<file path="src/rtl/nsq_pkg.sv">
package nsq_pkg;

    typedef enum logic [1:0] {
        ST_WAIT = 2'd0,
        ST_CALC = 2'd1,
        ST_HOLD = 2'd2
    } shp_state_e;

    typedef enum logic {
        SHAPE_2ND = 1'b0,
        SHAPE_3RD = 1'b1
    } shape_mode_e;

endpackage

</file>
<file path="src/rtl/nsq_err_filter.sv">
module nsq_err_filter #(
    parameter int ACC_W = 40
) (
    input  nsq_pkg::shape_mode_e     mode,
    input  logic signed [ACC_W-1:0]  err_d1,
    input  logic signed [ACC_W-1:0]  err_d2,
    input  logic signed [ACC_W-1:0]  err_d3,
    output logic signed [ACC_W-1:0]  feedback
);
    import nsq_pkg::*;

    logic signed [ACC_W-1:0] fb_dc2;
    logic signed [ACC_W-1:0] fb_dc2_nyq;

    // double zero at DC: weights +2, -1
    assign fb_dc2     = (err_d1 <<< 1) - err_d2;
    // extra zero at half rate: weights +1, +1, -1
    assign fb_dc2_nyq = err_d1 + err_d2 - err_d3;

    always_comb begin
        unique case (mode)
            SHAPE_2ND: feedback = fb_dc2;
            SHAPE_3RD: feedback = fb_dc2_nyq;
            default:   feedback = fb_dc2;
        endcase
    end

endmodule

</file>
<file path="src/rtl/nsq_quantizer.sv">
module nsq_quantizer #(
    parameter int DATA_W  = 36,
    parameter int PWM_W   = 8,
    parameter int GUARD_W = 4
) (
    input  logic signed [DATA_W+GUARD_W-1:0] corrected,
    output logic        [PWM_W-1:0]          duty_off,
    output logic signed [DATA_W+GUARD_W-1:0] residue
);
    localparam int ACC_W  = DATA_W + GUARD_W;
    localparam int FRAC_W = DATA_W - PWM_W;

    localparam logic signed [ACC_W-1:0] HI_LIM =
        {{(GUARD_W+1){1'b0}}, {(DATA_W-1){1'b1}}};
    localparam logic signed [ACC_W-1:0] LO_LIM = ~HI_LIM;

    localparam logic [PWM_W-1:0] CODE_MAX = {1'b0, {(PWM_W-1){1'b1}}};
    localparam logic [PWM_W-1:0] CODE_MIN = {1'b1, {(PWM_W-1){1'b0}}};

    logic              over_hi;
    logic              under_lo;
    logic [PWM_W-1:0]  scode;
    logic signed [ACC_W-1:0] trunc_val;

    assign over_hi  = corrected > HI_LIM;
    assign under_lo = corrected < LO_LIM;

    always_comb begin
        if (over_hi) begin
            scode = CODE_MAX;
        end else if (under_lo) begin
            scode = CODE_MIN;
        end else begin
            scode = corrected[DATA_W-1:FRAC_W];
        end
    end

    assign trunc_val = {{GUARD_W{scode[PWM_W-1]}}, scode, {FRAC_W{1'b0}}};
    assign residue   = corrected - trunc_val;
    assign duty_off  = {~scode[PWM_W-1], scode[PWM_W-2:0]};

endmodule

</file>
<file path="src/rtl/nsq_pwm_gen.sv">
module nsq_pwm_gen #(
    parameter int PWM_W = 8
) (
    input  logic             clk,
    input  logic             rst,
    input  logic             load_en,
    input  logic [PWM_W-1:0] load_code,
    output logic             period_start,
    output logic             period_end,
    output logic             pwm,
    output logic [PWM_W-1:0] duty
);
    localparam logic [PWM_W-1:0] CNT_LAST = {PWM_W{1'b1}};

    logic [PWM_W-1:0] carrier_cnt;
    logic [PWM_W-1:0] duty_q;

    always_ff @(posedge clk or posedge rst) begin
        if (rst) begin
            carrier_cnt <= '0;
        end else begin
            carrier_cnt <= carrier_cnt + 1'b1;
        end
    end

    always_ff @(posedge clk or posedge rst) begin
        if (rst) begin
            duty_q <= '0;
        end else if (load_en && period_end) begin
            duty_q <= load_code;
        end
    end

    assign period_start = (carrier_cnt == '0);
    assign period_end   = (carrier_cnt == CNT_LAST);
    assign pwm          = (carrier_cnt < duty_q);
    assign duty         = duty_q;

endmodule

</file>
<file path="src/rtl/nsq_shaper_ctrl.sv">
module nsq_shaper_ctrl #(
    parameter int DATA_W  = 36,
    parameter int PWM_W   = 8,
    parameter int GUARD_W = 4
) (
    input  logic                     clk,
    input  logic                     rst,
    input  logic                     in_valid,
    input  logic signed [DATA_W-1:0] in_sample,
    input  logic                     mode_sel,
    input  logic                     period_end,
    output logic                     commit,
    output logic [PWM_W-1:0]         staged_code
);
    import nsq_pkg::*;

    localparam int ACC_W = DATA_W + GUARD_W;

    shp_state_e state_q;
    shp_state_e state_d;

    logic capture_en;
    logic calc_en;

    logic signed [DATA_W-1:0] sample_q;
    shape_mode_e              mode_q;
    logic signed [ACC_W-1:0]  err_d1;
    logic signed [ACC_W-1:0]  err_d2;
    logic signed [ACC_W-1:0]  err_d3;
    logic [PWM_W-1:0]         staged_q;

    logic signed [ACC_W-1:0]  feedback;
    logic signed [ACC_W-1:0]  corrected;
    logic signed [ACC_W-1:0]  residue;
    logic [PWM_W-1:0]         duty_off;

    // state register
    always_ff @(posedge clk or posedge rst) begin
        if (rst) begin
            state_q <= ST_WAIT;
        end else begin
            state_q <= state_d;
        end
    end

    // next state and control outputs
    always_comb begin
        state_d    = state_q;
        capture_en = 1'b0;
        calc_en    = 1'b0;
        commit     = 1'b0;
        unique case (state_q)
            ST_WAIT: begin
                if (in_valid) begin          // T_ACCEPT
                    capture_en = 1'b1;
                    state_d    = ST_CALC;
                end
            end
            ST_CALC: begin                   // T_SHAPE
                calc_en = 1'b1;
                state_d = ST_HOLD;
            end
            ST_HOLD: begin
                if (period_end) begin        // T_COMMIT
                    commit  = 1'b1;
                    state_d = ST_WAIT;
                end
            end
            default: state_d = ST_WAIT;
        endcase
    end

    nsq_err_filter #(.ACC_W(ACC_W)) filt_i (
        .mode     (mode_q),
        .err_d1   (err_d1),
        .err_d2   (err_d2),
        .err_d3   (err_d3),
        .feedback (feedback)
    );

    assign corrected = {{GUARD_W{sample_q[DATA_W-1]}}, sample_q} + feedback;

    nsq_quantizer #(
        .DATA_W  (DATA_W),
        .PWM_W   (PWM_W),
        .GUARD_W (GUARD_W)
    ) quant_i (
        .corrected (corrected),
        .duty_off  (duty_off),
        .residue   (residue)
    );

    // datapath registers
    always_ff @(posedge clk or posedge rst) begin
        if (rst) begin
            sample_q <= '0;
            mode_q   <= SHAPE_2ND;
            err_d1   <= '0;
            err_d2   <= '0;
            err_d3   <= '0;
            staged_q <= '0;
        end else begin
            if (capture_en) begin
                sample_q <= in_sample;
                mode_q   <= shape_mode_e'(mode_sel);
            end
            if (calc_en) begin
                staged_q <= duty_off;
                err_d1   <= residue;
                err_d2   <= err_d1;
                err_d3   <= err_d2;
            end
        end
    end

    assign staged_code = staged_q;

endmodule

</file>
<file path="src/rtl/nsq_requantizer.sv">
module nsq_requantizer #(
    parameter int DATA_W  = 36,
    parameter int PWM_W   = 8,
    parameter int GUARD_W = 4
) (
    input  logic                     clk,
    input  logic                     rst,
    input  logic signed [DATA_W-1:0] in_sample,
    input  logic                     in_valid,
    input  logic                     mode_sel,
    output logic                     pwm_out,
    output logic [PWM_W-1:0]         duty_code,
    output logic                     period_start
);
    logic             period_end;
    logic             commit;
    logic [PWM_W-1:0] staged_code;

    nsq_shaper_ctrl #(
        .DATA_W  (DATA_W),
        .PWM_W   (PWM_W),
        .GUARD_W (GUARD_W)
    ) ctrl_i (
        .clk         (clk),
        .rst         (rst),
        .in_valid    (in_valid),
        .in_sample   (in_sample),
        .mode_sel    (mode_sel),
        .period_end  (period_end),
        .commit      (commit),
        .staged_code (staged_code)
    );

    nsq_pwm_gen #(.PWM_W(PWM_W)) pwm_i (
        .clk          (clk),
        .rst          (rst),
        .load_en      (commit),
        .load_code    (staged_code),
        .period_start (period_start),
        .period_end   (period_end),
        .pwm          (pwm_out),
        .duty         (duty_code)
    );

endmodule

</file>
<file path="config.mk">
export PLATFORM = sky130hd
export DESIGN_NAME = nsq_requantizer
export DESIGN_NICKNAME = d
export VERILOG_FILES = /design/src/rtl/nsq_pkg.sv /design/src/rtl/nsq_err_filter.sv /design/src/rtl/nsq_quantizer.sv /design/src/rtl/nsq_pwm_gen.sv /design/src/rtl/nsq_shaper_ctrl.sv /design/src/rtl/nsq_requantizer.sv
export SDC_FILE = /design/constraint.sdc
export NUM_CORES = 1
export LEC_CHECK = 0
export BUFFER_PORTS_ARGS = -buffer_cell sky130_fd_sc_hd__buf_2
export CORE_ASPECT_RATIO = 0.5
export CORE_MARGIN = 2
export CORE_UTILIZATION = 40
export CTS_CLUSTER_SIZE = 16
export DETAILED_ROUTE_END_ITERATION = 16
export SETUP_SLACK_MARGIN = 0.15
export SLEW_MARGIN = 20
export SYNTH_ARGS = -nofsm -noshare
export SYNTH_HDL_FRONTEND = slang
export SYNTH_SLANG_ARGS = --single-unit
</file>
<file path="constraint.sdc">
create_clock -name clk -period 19.21 [get_ports clk]
set_input_delay 0.9605 -clock clk [delete_from_list [all_inputs] [get_ports clk]]
set_output_delay 0.9605 -clock clk [all_outputs]
set_load 0.02 [all_outputs]
</file>
After elaboration in Yosys (flattened, before gate mapping). Index checks and enable logic that the tools add are counted.

Add/subtract/negate cells: 6. $lt $le $gt $ge: 3. Eq/ne operators: 5. Mux-type cells: 11. Bitwise logic cells: 2. Reductions and logical operators: 4.

Operators by type and width (count): $add A40 B40 Y40 (2); $pmux W40 S2 (1); $sub A40 B40 Y40 (2); $gt A40 B36 Y1 const B (1); $lt A40 B36 Y1 const B (1); $sub A40 B36 Y40 (1); $mux W8 (2); $add A8 B1 Y8 const B (1); $eq A8 B8 Y1 const B (1); $logic_not A8 Y1 (1); $lt A8 B8 Y1 (1); $pmux W2 S3 (1); $mux W1 (5); $mux W2 (2); $eq A2 B1 Y1 const B (1); $eq A2 B2 Y1 const B (1); $logic_not A2 Y1 (1); $ne A2 B1 Y1 const B (1); $ne A2 B2 Y1 const B (1); $not A1 Y1 (2); $reduce_and A2 Y1 (1); $logic_and A1 B1 Y1 (1).

Flip-flop bits (word level): 183. Input bits: 40. Output and inout bits: 10. Logic and storage cells: 40.

Longest topological paths before layout. Gate-level depths: netlist (run 1).

Depth after elaboration: 8. Depth in mapped cells: 44. Depth with buffers taken out: 43.

Modules after synthesis. Synthesis (run 1) repeated with hierarchy kept, for this count alone.

Cells, all modules: 1663. Area, all modules: 15730.1 um^2.

By module, submodules not included: nsq_shaper_ctrl (instances 1, cells each 629, area an instance 8099.0 um^2, seq. area each 4179.0 um^2); nsq_err_filter (instances 1, cells each 807, area an instance 5728.0 um^2, seq. area each 0.0 um^2); nsq_quantizer (instances 1, cells each 152, area an instance 1014.7 um^2, seq. area each 0.0 um^2); nsq_pwm_gen (instances 1, cells each 75, area an instance 888.4 um^2, seq. area each 400.4 um^2).

Worst setup path before layout (run 1). No wires, ideal clock.

Kind: reg-to-reg. Start point: register ctrl_i.err_d3[2]. End point: register ctrl_i.err_d1[38]. Data arrival time: 7483 ps. Setup slack: 11593 ps. Stages on the path, launching flop included: 40. Path buffers: 1. Period minus slack after synthesis: 7617 ps. Path through: dfrtp_1 > fa_1 > inv_1 > ha_1 > nor2b_1 > o21ai_0 > a21boi_0 > o21ai_0 > o21ai_0 > a31oi_1 > o21ai_0 > o41ai_1 > o21ai_0 > xnor2_1 > mux2i_1 > ha_1 > a21o_1 > a21o_1 > (+4 left out) > nor3_2 > nor3b_4 > nor4_4 > or2_1 > buf_6 > a21oi_1 > fa_1 > nand2_1 > nand2_1 > a21oi_1 > o21ai_0 > a21oi_1 > o21bai_1 > a21oi_1 > o21bai_1 > a21oi_1 > xor2_1 > o21ai_0.

Cells in the longest elaborated chain, start to end: 7.

RTL lines: start, declared (RTL line nsq_shaper_ctrl.sv:29) `logic signed [ACC_W-1:0] err_d3;`; start signal, assigned (RTL line nsq_shaper_ctrl.sv:111) `err_d3 <= err_d2;`; $sub A40 B40 Y40 (*) (RTL line nsq_err_filter.sv:18) `assign fb_dc2_nyq = err_d1 + err_d2 - err_d3;`; $pmux W40 S2 (*) (RTL line nsq_err_filter.sv:21) `unique case (mode)`; $add A40 B40 Y40 (*) (RTL line nsq_shaper_ctrl.sv:81) `assign corrected = {{GUARD_W{sample_q[DATA_W-1]}}, sample_q} + feedback;`; $lt A40 B36 Y1 (RTL line nsq_quantizer.sv:26) `assign under_lo = corrected < LO_LIM;`; $mux W8 (RTL line nsq_quantizer.sv:31) `end else if (under_lo) begin`; $mux W8 (RTL line nsq_quantizer.sv:29) `if (over_hi) begin`; $sub A40 B36 Y40 (*) (RTL line nsq_quantizer.sv:39) `assign residue = corrected - trunc_val;`; end signal, assigned (RTL line nsq_shaper_ctrl.sv:109) `err_d1 <= residue;`; end, declared (RTL line nsq_shaper_ctrl.sv:27) `logic signed [ACC_W-1:0] err_d1;`.

Mark *: on every way between the ends. The rest lies on a longest branch, timed or not. A chain may end at the register's enable or synchronous reset.

Worst setup path after layout (run 1). Same ends and word-level chain as after synthesis.

==> results of run 1 <==
## kinds of logic after synthesis
kind of cell,count (synthesis)
AOI/OAI and AO/OA,583
muxes,44
DFF,183
and+or+nand+nor,443
xor gates and xnor gates,106
buffers and inverters,272
adders and majority gates,184
## layout by cell type (no fill, tap or decap), drive strengths merged, types with 5 or more instances in the layout
| master | netlist | final |
|---|---|---|
| a21o | 67 | 67 |
| mux2 | 36 | 36 |
| nor3b | 6 | 6 |
| and2 | 11 | 11 |
| mux2i | 8 | 8 |
| ha | 142 | 142 |
| nor2b | 13 | 13 |
| xor2 | 41 | 41 |
| o21bai | 22 | 22 |
| a31oi | 22 | 22 |
| dfrtp | 183 | 183 |
| or3 | 8 | 8 |
| nor2 | 73 | 73 |
| o211ai | 10 | 10 |
| nor3 | 16 | 16 |
| fa | 42 | 42 |
| buf | 14 | 57 |
| a21boi | 11 | 11 |
| or2 | 5 | 5 |
| a211o | 7 | 7 |
| inv | 209 | 210 |
| o31ai | 10 | 10 |
| a211oi | 18 | 18 |
| nand2 | 217 | 217 |
| nand3 | 27 | 27 |
| o2111ai | 7 | 7 |
| nand4 | 15 | 15 |
| xnor2 | 64 | 64 |
| clkinv | 0 | 5 |
| o21a | 20 | 20 |
| and3 | 20 | 20 |
| o21ai | 223 | 223 |
| clkbuf | 49 | 20 |
| nand2b | 16 | 16 |
| a21oi | 136 | 136 |
## per-stage QoR
stage | area, um^2 | hold WS, ns | cells | worst slack (ns)
final | 16600 | 0.488 | 2361 | 10.25
after global routing | 16600 | 0.517 | 2361 | 9.53
after CTS | 16600 | 0.494 | 2361 | 10.37
after detailed placement | 16100 | 0.477 | 2329 | 10.48
after global placement | 16100 | 0.465 | 2329 | 10.66
after floorplan | 15400 | 0.446 | 1815 | 11.59
## critical path, delay by kind of cell (launching register included)
family | cells | cell delay (ns)
xor+xnor | 3 | 0.79
fa+ha+maj | 4 | 1.77
buf+inv | 1 | 0.04
flops | 1 | 0.40
compound gates | 23 | 5.11
simple gates | 5 | 0.69
## final cells by class
| cell class | count | area (um^2) |
|---|---|---|
| Fill cell | 3858 | 21000 |
| Inverter | 209 | 792 |
| Clock inverter | 12 | 128 |
| Tap cell | 520 | 651 |
| Sequential cell | 183 | 4580 |
| Clock buffer | 20 | 447 |
| Timing Repair Buffer | 57 | 309 |
| Multi-Input combinational cell | 1360 | 9730 |
## worst paths after layout
kind / endpoint / slack [ns] / cells past startpoint
min in group asynchronous: ctrl_i.err_d2[20] / 0.57 / 2
worst max-delay path: ctrl_i.err_d1[38] / 10.25 / 36
max in group asynchronous: ctrl_i.err_d3[6] / 17.47 / 3
worst min register to register: pwm_i.duty[4] / 0.49 / 2
worst min-delay path: pwm_i.duty[4] / 0.49 / 2
worst max register to register: ctrl_i.err_d1[38] / 10.25 / 36
## flip-flops by register name, summed over array words and instances (netlist names)
signal	flops
ctrl_i.staged_code	8
ctrl_i.state_q	2
ctrl_i.sample_q	36
ctrl_i.err_d1	40
ctrl_i.mode_q	1
pwm_i.duty	8
ctrl_i.err_d2	40
ctrl_i.err_d3	40
pwm_i.carrier_cnt	8
## layer usage
metal	share of wire, %	wire length (um)	GRT usage [%]
met1	51	19900	29.6
met2	42	16500	30.1
met3	4.9	1930	3.50
met4	1.7	667	4.93
met5	0	0	0
==> flow_metrics.py, run 1 <==
metrics = {
    "finish": {
        "antennaDiodeCount": 0,
        "design.final.nets": 2052,
        "post_route_cells_drive_above_1_share_pct": 8.58,
        "final_core_utilization_pct": 44.2,
        "synthesis_to_layout_area_growth_pct": 7.97,
    },
    "routing": {
        "antenna_left": 0,
        "initialDrtViolationCount": 1029,
        "post_dr_wirelength_cell_um": 16.5,
        "post_drt_via_cell_ratio": 5.26,
        "firstDrtPassIters": 7,
        "route.final.wire_length_mm": 39.0,
        "dr_total_vias": 12400,
        "drc": 0,
    },
    "logic_synthesis": {
        "synth_mux_area_share_pct": 3.15,
        "synth.most_common_cell": "sky130_fd_sc_hd__nand2_1",
        "syn-num-nets": 2039,
        "ys_ff_latch": 183,
        "synthesis.yosys.warnings": 0,
        "synth_xor_xnor_area_share_pct": 6.13,
        "ys.flop_type": "sky130_fd_sc_hd__dfrtp_1",
        "synthTopCellsByCount": "215 x sky130_fd_sc_hd__nand2_1, 214 x sky130_fd_sc_hd__o21ai_0, 209 x sky130_fd_sc_hd__inv_1",
        "synth-seq-area-share_pct": 29.7,
        "postSynth.asyncResetShare_pct": 100,
        "yosys.area_share.simple_pct": 13.6,
        "netlist_area_um2": 15400,
        "compound_gate_portion_of_the_synthesized_area_pct": 23.1,
        "synth_area_leader_cell": "sky130_fd_sc_hd__dfrtp_1",
        "netlist.area_leader.share_pct": 29.7,
        "ys_top_cells_by_area": "sky130_fd_sc_hd__dfrtp_1 30%, sky130_fd_sc_hd__ha_1 12%, sky130_fd_sc_hd__o21ai_0 7.0%",
        "synth_top_family_by_area": "compound AO/OA/AOI/OAI gates",
        "post_synth_edffs": 0,
        "post_synth_inst_count": 1815,
        "syn_area_per_cell_um2": 8.49,
        "synth_fa_ha_area_share_pct": 17.0,
        "ys_types": 85,
    },
    "setup_path": {
        "worst-path-max-fanout": 15,
        "critical-path-max-stage-delay_ns": 0.54,
        "cp_data_required_time_ns": 19.54,
        "worstSetupStartpoint": "ctrl_i.err_d3[2]",
        "cp.arrival_ns": 9.29,
        "r2r_path_start": "ctrl_i.err_d3[2]",
        "crit_path_start_kind": "register",
        "setup.worst_path.end_class": "register",
        "critical_path_cell_with_the_highest_stage_delay": "sky130_fd_sc_hd__fa_1",
        "worst-setup-path-type": "reg -> reg",
    },
    "sta": {
        "number_of_setup_violations_in_the_final_report": 0,
        "timing_worst_slew_pin_value_ns": 0.984,
        "skew_ns": 0.0116,
        "slew_headroom_pct": 34.4,
        "totalNegativeSetupSlack_ns": 0,
        "grt_setup_unrepaired": "false",
        "period_share_pct": 46.6,
        "max_clock_freq_ghz": 0.112,
        "finalMaxSlewViolations": 0,
        "final_period_minus_worst_setup_slack_ns": 8.96,
        "hold_viol": 0,
    },
    "clocking": {
        "cts_repair_resize_count": 0,
        "cts.sinks": 183,
        "hold_buffers": 0,
        "clock_latency_ns": 0.46,
        "clkTransAtPathRegs_ns": 0.07,
        "cts_tree": "built",
        "cts.htree.levels": 4,
        "cts-root-to-sink-buffers": 2,
        "cts_made_buffers": 17,
        "cts_setup_buffers": 0,
        "cts.root.buffer_cell": "sky130_fd_sc_hd__clkbuf_16",
    },
    "hold_path": {
        "hold_start": "ctrl_i.staged_code[4]",
        "hold_path_class": "reg -> reg",
    },
    "die": {
        "placeableCoreArea_um2": 37700,
        "placement_rows": 50,
        "ioPinCount": 50,
        "floorplan.die_area_um2": 40200,
        "chipHeight_um": 143,
        "initial_utilization_pct": 40.9,
        "die_width_um": 282,
    },
    "placement": {
        "port-buffer-count": 49,
        "hpwl_mm": 29.8,
        "gpl.final_weighted_congestion": 0.934,
    },
    "global_route": {
        "grt_first_pass_wirelength_mm": 63.3,
        "antenna_found_initial": 0,
        "grt_max_degree": 108,
        "grt_overflow": 0,
        "globalRouteTotalUtil_pct": 20.0,
        "grt_pass1_vias": 11900,
    },
    "flow_run": {
        "maxCapViolCount": 0,
    },
    "outcome": {
        "status": "complete, no violations",
    },
}
Power of run 1 is not shown: default switching activity piles up to over one toggle a cycle in this logic, so the estimate is an artifact.
==> inputs of run 2 (changes only) <==
==> constraint.sdc (replaced) <==
create_clock -name clk -period 8.7 [get_ports clk]
set_input_delay 0.435 -clock clk [delete_from_list [all_inputs] [get_ports clk]]
set_output_delay 0.435 -clock clk [all_outputs]
set_load 0.02 [all_outputs]
==> run 2 against run 1 <==
  * Sequential share of layout area is 0.55 points lower
  * Hold slack lost 0.35 ns
  * Flip-flop and latch count did not move
  * Non-clock buffer count grew 14
  * Via count is 0.27% higher
  * Highest routed layer unchanged
  * Worst setup slack got worse by 9.5 ns
  * Design area rose by 2.1%
  * Core utilization increased by 0.91 points
  * Global-route usage fell by 0.27 points
  * Clock-buffer cell count shrank 2
  * Cell count up 0.59%
==> flow_metrics.py, run 2 (synthesis gave the netlist of run 1 again) <==
metrics = {
    "sta": {
        "slew_headroom_pct": 36.3,
        "hold_viol": 0,
        "postLayoutSetupSlackWorst_ns": 0.776,
        "skew_ns": 0.0135,
        "period_share_pct": 91.1,
        "finalMaxSlewViolations": 0,
        "totalNegativeSetupSlack_ns": 0,
        "timing_worst_slew_pin_value_ns": 0.956,
        "number_of_setup_violations_in_the_final_report": 0,
        "final_period_minus_worst_setup_slack_ns": 7.92,
        "grt_setup_unrepaired": "false",
        "max_clock_freq_ghz": 0.126,
    },
    "die": {
        "die_width_um": 282,
        "placeableCoreArea_um2": 37700,
        "floorplan.die_area_um2": 40200,
        "placement_rows": 50,
        "initial_utilization_pct": 40.9,
        "ioPinCount": 50,
        "chipHeight_um": 143,
    },
    "setup_path": {
        "crit_path_start_kind": "register",
        "reg2reg_to": "ctrl_i.err_d1[38]",
        "worst-setup-path-type": "reg -> reg",
        "critical-path-max-stage-delay_ns": 0.55,
        "critical_path_cell_with_the_highest_stage_delay": "sky130_fd_sc_hd__fa_1",
        "cp.arrival_ns": 8.24,
        "r2r_slack_ns": 0.78,
        "worst-path-max-fanout": 7,
        "r2r_path_start": "ctrl_i.err_d3[13]",
        "worstSetupStartpoint": "ctrl_i.err_d3[13]",
        "setup.worst_path.end_class": "register",
        "cp_data_required_time_ns": 9.01,
        "r2r.worst_path.cells": 37,
    },
    "placement": {
        "hpwl_mm": 29.7,
        "gpl.final_weighted_congestion": 0.917,
        "port-buffer-count": 49,
        "dpl_worst_slack_ns": 0.185,
    },
    "finish": {
        "antennaDiodeCount": 0,
        "synthesis_to_layout_area_growth_pct": 10.2,
        "ff_latch_area_um2": 4580,
        "layout.cells.most_common_list": "215 x sky130_fd_sc_hd__nand2_1, 208 x sky130_fd_sc_hd__inv_1, 206 x sky130_fd_sc_hd__o21ai_0, 181 x sky130_fd_sc_hd__dfrtp_1, 137 x sky130_fd_sc_hd__ha_1",
        "layout_top_registers": "ctrl_i.err_d1: 40 flops, ctrl_i.err_d2: 40 flops, ctrl_i.err_d3: 40 flops",
        "design.final.nets": 2066,
        "multi_input_area_um2": 9920,
        "final_common_cell": "sky130_fd_sc_hd__nand2_1",
        "fillCellCount": 3747,
        "post_route_cells_drive_above_1_share_pct": 11.2,
    },
    "routing": {
        "antenna_left": 0,
        "highest_layer": "met4",
        "met2_wirelength_mm": 16.8,
        "wl_met3_mm": 1.56,
        "wl_met1_mm": 19.6,
        "initialDrtViolationCount": 1023,
        "drc": 0,
        "post_dr_wirelength_cell_um": 16.2,
        "post_drt_via_cell_ratio": 5.25,
        "dr_total_vias": 12500,
        "route.final.wire_length_mm": 38.4,
        "firstDrtPassIters": 5,
    },
    "clocking": {
        "cts.htree.levels": 4,
        "cts-root-to-sink-buffers": 2,
        "cts_tree": "built",
        "cts.sinks": 183,
        "cts.root.buffer_cell": "sky130_fd_sc_hd__clkbuf_16",
        "clock_latency_ns": 0.46,
        "cts_made_buffers": 17,
        "clkTransAtPathRegs_ns": 0.07,
    },
    "global_route": {
        "grt_max_degree": 129,
        "globalRouteTotalUtil_pct": 19.8,
        "grt_first_pass_wirelength_mm": 62.6,
        "antenna_found_initial": 0,
        "grt_pass1_vias": 11700,
        "grt_overflow": 0,
    },
    "hold_path": {
        "hold_path_class": "in -> async",
    },
    "flow_run": {
        "maxCapViolCount": 0,
    },
    "outcome": {
        "status": "complete, no violations",
    },
}
run 2: metrics by stage:
step	area [um^2]	util [%]	std cells	hold slack [ns]
after floorplan	15400	-	1815	0.446
after global placement	16100	42.8	2337	0.483
after detailed placement	16100	42.8	2337	0.484
after CTS	16700	44.4	2369	0.153
after global routing	17000	45.1	2375	0.167
final	17000	45.1	2375	0.141
run 2: critical path, delay by kind of cell, from the launching register on:
family | cells | cell delay (ns)
AOI/OAI and AO/OA | 18 | 3.03
buffers and inverters | 2 | 0.12
xor gates and xnor gates | 2 | 0.33
and+or+nand+nor | 10 | 2.00
DFF | 1 | 0.41
adders and majority gates | 5 | 1.88
run 2: what timing repair did:
item	in CTS	in global routing
buffers inserted	0	6
endpoints found under the setup margin	0	7
gates resized for setup	0	51
hold buffers	0	0
run 2: routing by layer:
| layer | up-vias | global-route usage, % |
|---|---|---|
| met5 | - | 0 |
| met4 | 0 | 3.70 |
| met3 | 27 | 3.60 |
| li1 | 6327 | - |
| met1 | 5886 | 29.1 |
| met2 | 217 | 30.3 |
run 2: worst max-delay path by stage:
stage | endpoint | depth (start not counted)
finish | ctrl_i.err_d1[38] | 37
global route | ctrl_i.err_d1[38] | 42
CTS | ctrl_i.err_d1[38] | 39
detailed placement | ctrl_i.err_d1[38] | 39
global placement | ctrl_i.err_d1[38] | 39
floorplan | ctrl_i.err_d1[38] | 39
run 2: area by class of cell:
type	count	area share (%)
flip-flops and latches	183	27.0
multi-input cells	1360	58.4
clock inverters	14	1.14
inverters	209	4.67
well taps	520	3.83
repair buffers	71	2.42
clock buffers	18	2.53
Power of run 2 is left out for the same reason.
==> inputs of run 3 (changes only) <==
--- a/config.mk
+++ b/config.mk
@@ -8,9 +8,11 @@
 export BUFFER_PORTS_ARGS = -buffer_cell sky130_fd_sc_hd__buf_2
 export CORE_ASPECT_RATIO = 0.5
 export CORE_MARGIN = 2
-export CORE_UTILIZATION = 40
+export CORE_UTILIZATION = 49
 export CTS_CLUSTER_SIZE = 16
 export DETAILED_ROUTE_END_ITERATION = 16
+export HOLD_SLACK_MARGIN = 0.12
+export PLACE_DENSITY = 0.65
 export SETUP_SLACK_MARGIN = 0.15
 export SLEW_MARGIN = 20
 export SYNTH_ARGS = -nofsm -noshare
==> run 3 against run 2 <==
  * Critical path depth unchanged
  * Clock skew fell by 0.0016 ns
  * Non-clock buffer count shrank 1
  * Clock-buffer cell count is 1 higher
  * Critical endpoint unchanged
  * Flip-flop and latch count unchanged
==> flow_metrics.py, run 3 (synthesis gave the netlist of run 1 again) <==
metrics = {
    "clocking": {
        "cts.sinks": 183,
        "cts-root-to-sink-buffers": 2,
        "cts_made_buffers": 17,
        "cts_tree": "built",
        "cts.htree.levels": 4,
        "cts.root.buffer_cell": "sky130_fd_sc_hd__clkbuf_16",
        "clock_latency_ns": 0.46,
        "clkTransAtPathRegs_ns": 0.07,
    },
    "hold_path": {
        "hold_path_class": "in -> async",
    },
    "global_route": {
        "globalRouteTotalUtil_pct": 24.4,
        "grt_first_pass_wirelength_mm": 62.8,
        "grt_overflow": 0,
        "grt_pass1_vias": 11800,
        "antenna_found_initial": 0,
        "grt_max_degree": 118,
    },
    "sta": {
        "hold_viol": 0,
        "grt_setup_unrepaired": "false",
        "totalNegativeSetupSlack_ns": 0,
        "slew_headroom_pct": 29.1,
        "max_clock_freq_ghz": 0.125,
        "period_share_pct": 91.9,
        "timing_worst_slew_pin_value_ns": 1.06,
        "number_of_setup_violations_in_the_final_report": 0,
        "final_period_minus_worst_setup_slack_ns": 7.99,
        "skew_ns": 0.0120,
        "finalMaxSlewViolations": 0,
    },
    "placement": {
        "gpl.final_weighted_congestion": 0.952,
        "hpwl_mm": 29.4,
        "port-buffer-count": 49,
        "placed_cells": 2238,
        "placed_cell_area_um2": 16000,
    },
    "die": {
        "die_width_um": 255,
        "ioPinCount": 50,
        "placement_rows": 45,
        "floorplan.die_area_um2": 33000,
        "initial_utilization_pct": 50.3,
        "chipHeight_um": 129,
        "placeableCoreArea_um2": 30600,
    },
    "finish": {
        "layout.cells.most_common_list": "215 x sky130_fd_sc_hd__nand2_1, 208 x sky130_fd_sc_hd__o21ai_0, 207 x sky130_fd_sc_hd__inv_1, 182 x sky130_fd_sc_hd__dfrtp_1, 136 x sky130_fd_sc_hd__ha_1",
        "post_route_cells_drive_above_1_share_pct": 10.4,
        "multi_input_area_um2": 9860,
        "final_cell_area_um2": 16800,
        "design.final.nets": 2065,
        "fillCellCount": 2951,
        "layout_top_registers": "ctrl_i.err_d1: 40 flops, ctrl_i.err_d2: 40 flops, ctrl_i.err_d3: 40 flops",
        "final_common_cell": "sky130_fd_sc_hd__nand2_1",
        "antennaDiodeCount": 0,
        "synthesis_to_layout_area_growth_pct": 9.03,
        "stdcell_count": 2277,
        "ff_latch_area_um2": 4580,
    },
    "routing": {
        "firstDrtPassIters": 5,
        "drc": 0,
        "dr_total_vias": 12700,
        "route.final.wire_length_mm": 38.7,
        "post_dr_wirelength_cell_um": 17.0,
        "initialDrtViolationCount": 936,
        "post_drt_via_cell_ratio": 5.56,
        "antenna_left": 0,
    },
    "setup_path": {
        "worstSetupStartpoint": "ctrl_i.err_d3[2]",
        "cp.arrival_ns": 8.32,
        "setup.worst_path.end_class": "register",
        "critical_path_cell_with_the_highest_stage_delay": "sky130_fd_sc_hd__fa_1",
        "worst-setup-path-type": "reg -> reg",
        "timing.critical_path.max_delay_family": "compound AO/OA/AOI/OAI gates",
        "cp_data_required_time_ns": 9.02,
        "r2r_slack_ns": 0.71,
        "reg2reg_to": "ctrl_i.err_d1[38]",
        "critical-path-max-stage-delay_ns": 0.53,
        "crit_path_start_kind": "register",
        "timing.critical_path.mode_cell": "sky130_fd_sc_hd__a21oi_1",
        "r2r_path_start": "ctrl_i.err_d3[2]",
        "worst-path-buf-inv": 1,
        "worst-path-max-fanout": 7,
        "r2r.worst_path.cells": 37,
    },
    "outcome": {
        "status": "complete, no violations",
    },
    "flow_run": {
        "maxCapViolCount": 0,
    },
}
-- run 3: how the worst max path moves through the flow --
stage          slack, ns           endpoint  cells after the start
2_1_floorplan       1.08  ctrl_i.err_d1[38]                     39
3_3_place_gp        0.32  ctrl_i.err_d1[38]                     38
3_5_place_dp        0.12  ctrl_i.err_d1[38]                     38
4_1_cts             0.21  ctrl_i.err_d1[38]                     38
5_1_grt             0.12  ctrl_i.err_d1[38]                     37
6_report            0.71  ctrl_i.err_d1[38]                     37
-- run 3: layer usage --
metal	global-route usage (%)	vias up	share of wire [%]
met4	6.88	0	1.8
met5	0	-	0
li1	-	6336	-
met1	35.4	5955	49
met3	4.32	45	5.3
met2	37.4	314	44
-- run 3: layout make-up --
| cell class | instances | area share (%) |
|---|---|---|
| clock inverters | 13 | 1.15 |
| clock buffers | 19 | 2.64 |
| flip-flops and latches | 183 | 27.3 |
| repair buffers | 70 | 2.40 |
| well taps | 423 | 3.15 |
| multi-input cells | 1360 | 58.7 |
| inverters | 209 | 4.72 |
-- run 3: repair_timing --
action | 4_1_cts | 5_1_grt
pin swaps | 0 | 10
hold buffers | 0 | 0
gates resized for setup | 1 | 34
setup endpoints to repair | 3 | 7
buffers inserted | 0 | 7
-- run 3: metrics by stage --
stage	setup slack, ns	util (%)	hold slack [ns]
after floorplan	1.08	-	0.446
after global placement	0.324	52.2	0.468
after detailed placement	0.122	52.2	0.472
after CTS	0.210	54.2	0.161
after global routing	0.123	54.8	0.194
final	0.705	54.8	0.144
-- run 3: worst register-to-register path, delay by kind of cell (launching register included) --
kind	cells	cell delay (ns)
AOI/OAI and AO/OA	23	3.93
xor gates and xnor gates	3	0.54
adders and majority gates	4	1.75
buffers and inverters	1	0.04
DFF	1	0.40
muxes	1	0.26
and+or+nand+nor	5	0.94
Power of run 3 is left out for the same reason.
